`src/rtl/pwrctl_pkg.sv`:
```
package pwrctl_pkg;

  localparam logic [1:0] PM_NORMAL = 2'b00;
  localparam logic [1:0] PM_STBY   = 2'b01;
  localparam logic [1:0] PM_SHDN   = 2'b10;
  localparam logic [1:0] PM_FULL   = 2'b11;

  typedef enum logic [1:0] {
    PS_AWAKE  = 2'd0,
    PS_WAKING = 2'd1,
    PS_DOZE   = 2'd2,
    PS_OFF    = 2'd3
  } pwrState_t;

  // strobes from the control FSM to the timing datapath
  typedef struct packed {
    logic loadStby;  // start standby wake timer
    logic loadShdn;  // start shutdown wake timer
    logic sample;    // a sampling edge happened
    logic sampleOk;  // the core was fully awake at that edge
    logic commit;    // end of conversion: publish frame validity
  } pwrStrobe_t;

endpackage

```
`src/rtl/pwr_timer_dp.sv`:
```
module pwr_timer_dp
  import pwrctl_pkg::*;
#(
  parameter int WAKE_STBY = 20,
  parameter int WAKE_SHDN = 50
) (
  input  logic       clk,
  input  logic       rstN,
  input  pwrStrobe_t strb,
  output logic       timerDone,
  output logic       frameOk,
  output logic       resultValid
);

  localparam int WMAX = (WAKE_STBY > WAKE_SHDN) ? WAKE_STBY : WAKE_SHDN;
  localparam int TW   = $clog2(WMAX + 1);
  localparam logic [TW-1:0] LD_STBY = TW'(WAKE_STBY);
  localparam logic [TW-1:0] LD_SHDN = TW'(WAKE_SHDN);
  localparam logic [TW-1:0] ONE     = TW'(1);

  logic [TW-1:0] wakeCnt;

  always_ff @(posedge clk) begin
    if (!rstN) begin
      wakeCnt <= '0;
    end else if (strb.loadStby) begin
      wakeCnt <= LD_STBY;
    end else if (strb.loadShdn) begin
      wakeCnt <= LD_SHDN;
    end else if (wakeCnt != '0) begin
      wakeCnt <= wakeCnt - ONE;
    end
  end

  assign timerDone = (wakeCnt == ONE);

  always_ff @(posedge clk) begin
    if (!rstN) begin
      frameOk     <= 1'b0;
      resultValid <= 1'b0;
    end else begin
      if (strb.sample) frameOk <= strb.sampleOk;
      if (strb.commit) resultValid <= frameOk;
    end
  end

  // the result flag moves only at the end of a conversion
  a_r5_valid_hold: assert property (@(posedge clk) disable iff (!rstN)
    !strb.commit |=> $stable(resultValid));

  // a freshly loaded timer is never already done
  a_r5_no_instant_done: assert property (@(posedge clk) disable iff (!rstN)
    (strb.loadStby || strb.loadShdn) |=> (wakeCnt != '0));

endmodule

```
`src/rtl/pwr_fsm.sv`:
```
module pwr_fsm
  import pwrctl_pkg::*;
(
  input  logic       clk,
  input  logic       rstN,
  input  logic       ctrlWrite,
  input  logic [1:0] pmCode,
  input  logic       csFall,
  input  logic       csRise,
  input  logic       convDone,
  input  logic       timerDone,
  input  logic       frameOk,
  output pwrStrobe_t strb,
  output logic       coreEn,
  output logic       refEn
);

  pwrState_t  st, nxtSt;
  logic [1:0] actCode, nxtAct;
  logic [1:0] pendCode, nxtPend;
  logic       wakeArmed, nxtArmed;
  logic [1:0] effCode;

  // a write in the same cycle as convDone belongs to that conversion
  assign effCode = ctrlWrite ? pmCode : pendCode;

  always_comb begin
    nxtSt    = st;
    nxtAct   = actCode;
    nxtPend  = effCode;
    nxtArmed = wakeArmed;
    strb     = '0;
    case (st)
      PS_OFF: begin
        if (ctrlWrite) nxtArmed = (pmCode == PM_NORMAL);
        if (csRise && (ctrlWrite ? (pmCode == PM_NORMAL) : wakeArmed)) begin
          nxtSt         = PS_WAKING;
          nxtAct        = PM_NORMAL;
          nxtPend       = PM_NORMAL;
          nxtArmed      = 1'b0;
          strb.loadShdn = 1'b1;
        end
      end
      PS_DOZE: begin
        if (csFall) begin
          nxtSt         = PS_WAKING;
          strb.sample   = 1'b1;
          strb.sampleOk = 1'b0;
          if (actCode == PM_STBY) strb.loadStby = 1'b1;
          else                    strb.loadShdn = 1'b1;
        end
      end
      default: begin
        if (csFall) begin
          strb.sample   = 1'b1;
          strb.sampleOk = (st == PS_AWAKE);
        end
        if (st == PS_WAKING && timerDone) nxtSt = PS_AWAKE;
        if (convDone) begin
          strb.commit = 1'b1;
          nxtAct      = effCode;
          if (effCode == PM_FULL) begin
            nxtSt    = PS_OFF;
            nxtArmed = 1'b0;
          end else if (effCode != PM_NORMAL && frameOk) begin
            nxtSt = PS_DOZE;
          end
        end
      end
    endcase
  end

  always_ff @(posedge clk) begin
    if (!rstN) begin
      st        <= PS_AWAKE;
      actCode   <= PM_NORMAL;
      pendCode  <= PM_NORMAL;
      wakeArmed <= 1'b0;
    end else begin
      st        <= nxtSt;
      actCode   <= nxtAct;
      pendCode  <= nxtPend;
      wakeArmed <= nxtArmed;
    end
  end

  assign coreEn = (st == PS_AWAKE) || (st == PS_WAKING);
  assign refEn  = coreEn || ((st == PS_DOZE) && (actCode == PM_STBY));

  // a sampling edge while dozing powers the core in the next cycle
  a_r3_wake_on_fall: assert property (@(posedge clk) disable iff (!rstN)
    (st == PS_DOZE && csFall) |=> coreEn);

  // the expiring wake timer brings the FSM to the awake state
  a_r5_timer_wakes: assert property (@(posedge clk) disable iff (!rstN)
    (st == PS_WAKING && timerDone && !convDone) |=> (st == PS_AWAKE));

  // an invalid conversion never powers the core down in auto modes
  a_r6_dummy_keeps_power: assert property (@(posedge clk) disable iff (!rstN)
    (coreEn && convDone && !frameOk && effCode != PM_FULL) |=> coreEn);

  // full shutdown only ends on a chip-select rising edge
  a_r8_full_stays: assert property (@(posedge clk) disable iff (!rstN)
    (st == PS_OFF && !csRise) |=> (st == PS_OFF && !coreEn && !refEn));

endmodule

```
`src/rtl/conv_power_ctrl.sv`:
```
module conv_power_ctrl
  import pwrctl_pkg::*;
#(
  parameter int WAKE_STBY = 20,
  parameter int WAKE_SHDN = 50
) (
  input  logic       clk,
  input  logic       rstN,
  input  logic       ctrlWrite,
  input  logic [1:0] pmCode,
  input  logic       csFall,
  input  logic       csRise,
  input  logic       convDone,
  output logic       coreEn,
  output logic       refEn,
  output logic       resultValid
);

  pwrStrobe_t strb;
  logic       timerDone;
  logic       frameOk;

  pwr_fsm u_fsm (
    .clk       (clk),
    .rstN      (rstN),
    .ctrlWrite (ctrlWrite),
    .pmCode    (pmCode),
    .csFall    (csFall),
    .csRise    (csRise),
    .convDone  (convDone),
    .timerDone (timerDone),
    .frameOk   (frameOk),
    .strb      (strb),
    .coreEn    (coreEn),
    .refEn     (refEn)
  );

  pwr_timer_dp #(
    .WAKE_STBY (WAKE_STBY),
    .WAKE_SHDN (WAKE_SHDN)
  ) u_dp (
    .clk         (clk),
    .rstN        (rstN),
    .strb        (strb),
    .timerDone   (timerDone),
    .frameOk     (frameOk),
    .resultValid (resultValid)
  );

endmodule

```
`config.mk`:
```
export PLATFORM = sky130hd
export DESIGN_NAME = conv_power_ctrl
export DESIGN_NICKNAME = d
export VERILOG_FILES = /design/src/rtl/pwrctl_pkg.sv /design/src/rtl/pwr_timer_dp.sv /design/src/rtl/pwr_fsm.sv /design/src/rtl/conv_power_ctrl.sv
export SDC_FILE = /design/constraint.sdc
export NUM_CORES = 1
export LEC_CHECK = 0
export ABC_CLOCK_PERIOD_IN_PS = 2800
export BUFFER_PORTS_ARGS = -buffer_cell sky130_fd_sc_hd__buf_4
export CAP_MARGIN = 20
export CORE_MARGIN = 1.5
export CORE_UTILIZATION = 45
export CTS_BUF_LIST = sky130_fd_sc_hd__clkbuf_16
export DETAILED_ROUTE_END_ITERATION = 16
export PLACE_DENSITY_LB_ADDON = 0.05
export SYNTH_ARGS = -nofsm -noshare
export SYNTH_HDL_FRONTEND = slang
export SYNTH_HIERARCHICAL = 1
export SYNTH_SLANG_ARGS = --single-unit
```
`constraint.sdc`:
```
create_clock -name clk -period 2.8 [get_ports clk]
set_clock_uncertainty 0.2 [all_clocks]
set_input_delay 0.42 -clock clk [delete_from_list [all_inputs] [get_ports clk]]
set_output_delay 0.42 -clock clk [all_outputs]
set_load 0.02 [all_outputs]
```
==> flow_metrics.env <==
export IMPL_holdWs_ps=288.4
export IMPL_track_usage_pct=20.34
export IMPL_firstDrtPassIters=4
export IMPL_clk_latency_ps=250
export IMPL_clock_sinks=15
export IMPL_drive_above_1_share_pct=16.81
export IMPL_clk_pin_slew_ps=50
export IMPL_r2r_end="u_dp/wakeCnt[1]"
export IMPL_cts_inserted_buffers=3
export IMPL_r2r_cells=5
export IMPL_synthTopCellsByArea="dfxtp_1 34%, mux2i_1 4.5%, ha_1 4.2%"
export IMPL_drtIter0Drc=32
export IMPL_synth_edf_count=0
export IMPL_multiInputGateArea_um2=538.0
export IMPL_crit_path_end_kind="flip-flop"
export IMPL_rows=15
export IMPL_crit_type="in2reg"
export IMPL_yosysUniqueCellTypes=44
export IMPL_yosys_warnings=6
export IMPL_rrSetupSlack_ps=830
export IMPL_holdBufCountCts=0
export IMPL_postCtsSetupRepairBufs=0
export IMPL_tritoncts="built"
export IMPL_dieHeight_um=47.62
export IMPL_dieArea_um2=2268
export IMPL_synth_most_common_cell="dfxtp_1"
export IMPL_critical_path_required_ps=2770
export IMPL_clk_path_buf_depth=2
export IMPL_io_pins=11
export IMPL_fillers=171
export IMPL_yosysTopAreaCell="dfxtp_1"
export IMPL_start_util_pct=49.72
export IMPL_wl_per_cell_um=14.31
export IMPL_status="finished clean"
export IMPL_yosysSeqAreaShare_pct=33.52
export IMPL_met3_usage_pct=7.925
export IMPL_setup_worst_path_start="ctrlWrite"
export IMPL_synth_common_cells="15 x dfxtp_1, 7 x inv_1, 6 x nand3_1"
export IMPL_vias=823
export IMPL_holdPathEnd="u_fsm/st[0]"
export IMPL_max_freq_mhz=476.1
export IMPL_ys_ff_latch=15
export IMPL_setup_violations=0
export IMPL_whs_path_depth=3
export IMPL_arrival_ps=2070
export IMPL_cts_root_buffer="clkbuf_16"
export IMPL_power_density_nw_per_um2=849.0
export IMPL_synth_top_cell_area_share_pct=33.52
export IMPL_pre_cts_slack_ps=500.9
export IMPL_instances_no_fill=138
export IMPL_slew_viol_final=0
export IMPL_die_w_um=47.62
export IMPL_syn_area_um2=895.9
export IMPL_grt_overflow_total=0
export IMPL_postLayoutCoreUtil_pct=58.47
export IMPL_routed_wl_mm=1.975
export IMPL_drc=0
export IMPL_netlist_instances=105
export IMPL_ant_nets=0
export IMPL_syn_nets=116
export IMPL_slowest_stage="or3b_4"
export IMPL_fin_ws_ps=699.7
export IMPL_worst_slew_pin_slew_ps=742.8
export IMPL_grt_busiest_layer="met2"
export IMPL_grt_pass1_vias=688
export IMPL_fin_crit_ps=2100
export IMPL_synthToLayoutAreaGrowth_pct=17.60
export IMPL_post_cts_resize_count=0
export IMPL_tns_ps=0
export IMPL_htreeDepth=1
export IMPL_dp_hpwl_mm=1.435
export IMPL_hold_viol=0
export IMPL_gr_usage_met1_pct=26.71
export IMPL_vias_per_cell=5.964
export IMPL_core_um2=1802
export IMPL_synth_area_per_cell_um2=8.532
export IMPL_gp_congestion=0.8326
export IMPL_regArea_um2=300.3
export IMPL_hp_class="in2reg"
export IMPL_hold_start="rstN"
export IMPL_port_buffers=10
export IMPL_p_leak_nw=0.4213
export IMPL_critical_path_max_stage_delay_ps=410
export IMPL_synthFlopType="dfxtp_1"
export IMPL_drv_cap=0
export IMPL_period_share_pct=75.01
export IMPL_place_inst=134
export IMPL_insertedDiodeCount=0
export IMPL_worstSetupStartpointType="input port"
export IMPL_reg2reg_from="u_fsm/st[1]"
export IMPL_crit_path_max_fanout=9
export IMPL_antenna_found_initial=0
export IMPL_grt_pass1_wl_mm=3.146
export IMPL_grt_start_max_net_pins=13
export IMPL_slew_headroom_pct=50.07
export IMPL_grt_setup_unrepaired="false"
export IMPL_worstPathCellList="buf_4 > or3b_4 > a21oi_1 > a41o_1 > and4bb_2 > nor3_1"
export IMPL_nNetsFinal=125
export IMPL_ir_worst_vdd_uv=592.5
export IMPL_ys_async_sr_fraction_pct=0
export IMPL_use_met2_pct=30.81
[through the flow]
stage / power, mW / instance area, µm²
2_1_floorplan: 0.5358 / 895.9
3_3_place_gp: 0.5960 / 970.9
3_5_place_dp: 0.6076 / 970.9
4_1_cts: 0.8975 / 1054
5_1_grt: 0.9515 / 1054
6_report: 0.8944 / 1054
[cell families (layout without fill, tap and decap cells)]
kind of cell	count (synthesis)	in the layout	share of synthesized area [%]
flops	15	15	33.52
buf+inv	13	21	6.424
compound gates	29	29	22.91
simple gates	40	40	27.52
fa+ha+maj	3	3	4.190
xor+xnor	1	1	0.9778
mux	4	4	4.469
[registers in the layout, indices dropped and copies added, names as in the netlist]
signal	flops
u_dp/wakeCnt	6
u_fsm/actCode	2
u_fsm/pendCode	2
u_fsm/st	2
u_dp/frameOk	1
u_dp/resultValid	1
u_fsm/wakeArmed	1
[per-layer routing]
| metal | vias to the layer above | part of all wire, % |
|---|---|---|
| met1 | 383 | 50 |
| met2 | 28 | 44 |
| met5 | - | 0 |
| met4 | 0 | 0.51 |
| met3 | 2 | 5.8 |
| li1 | 410 | - |
[how the worst max path moves through the flow]
stage / endpoint / depth (start not counted)
after floorplan: u_dp/wakeCnt[1] / 7
after global placement: u_dp/wakeCnt[1] / 6
after detailed placement: u_dp/wakeCnt[1] / 6
after CTS: u_dp/wakeCnt[1] / 6
after global routing: u_dp/wakeCnt[4] / 7
final: u_dp/wakeCnt[1] / 6
[power by group]
| part | internal (mW) | switching (mW) |
|---|---|---|
| clock | 0.192 | 0.0896 |
| combinational | 0.147 | 0.163 |
| sequential | 0.255 | 0.0467 |
[layout by cell type, fill, tap and decap left out, types with 2 or more instances in the layout]
| cell | netlist | routed |
|---|---|---|
| o22ai_1 | 3 | 3 |
| a31oi_1 | 2 | 2 |
| nand3_1 | 6 | 6 |
| nor2_1 | 5 | 5 |
| nand2_1 | 5 | 5 |
| ha_1 | 3 | 3 |
| dfxtp_1 | 15 | 15 |
| nor3b_1 | 3 | 3 |
| a21oi_1 | 5 | 5 |
| clkbuf_16 | 0 | 3 |
| inv_1 | 7 | 7 |
| o21a_1 | 2 | 2 |
| nor3_1 | 4 | 4 |
| o31ai_1 | 3 | 3 |
| buf_4 | 0 | 10 |
| o21ai_0 | 3 | 3 |
| nand2b_1 | 4 | 4 |
| mux2i_1 | 4 | 4 |
| and3_1 | 2 | 2 |
[worst max-delay path, delay by kind of cell]
kind | cells | cell delay [ps]
compound gates | 2 | 670
simple gates | 3 | 840
buf+inv | 1 | 140
[cell type report]
type	instances	share of cell area, %
Clock buffer	3	7.126
Clock inverter	1	0.7126
Inverter	7	2.494
Multi-Input combinational cell	77	51.07
Sequential cell	15	28.50
Tap cell	25	2.969
Timing Repair Buffer	10	7.126
(Power assumes the default switching activity.)
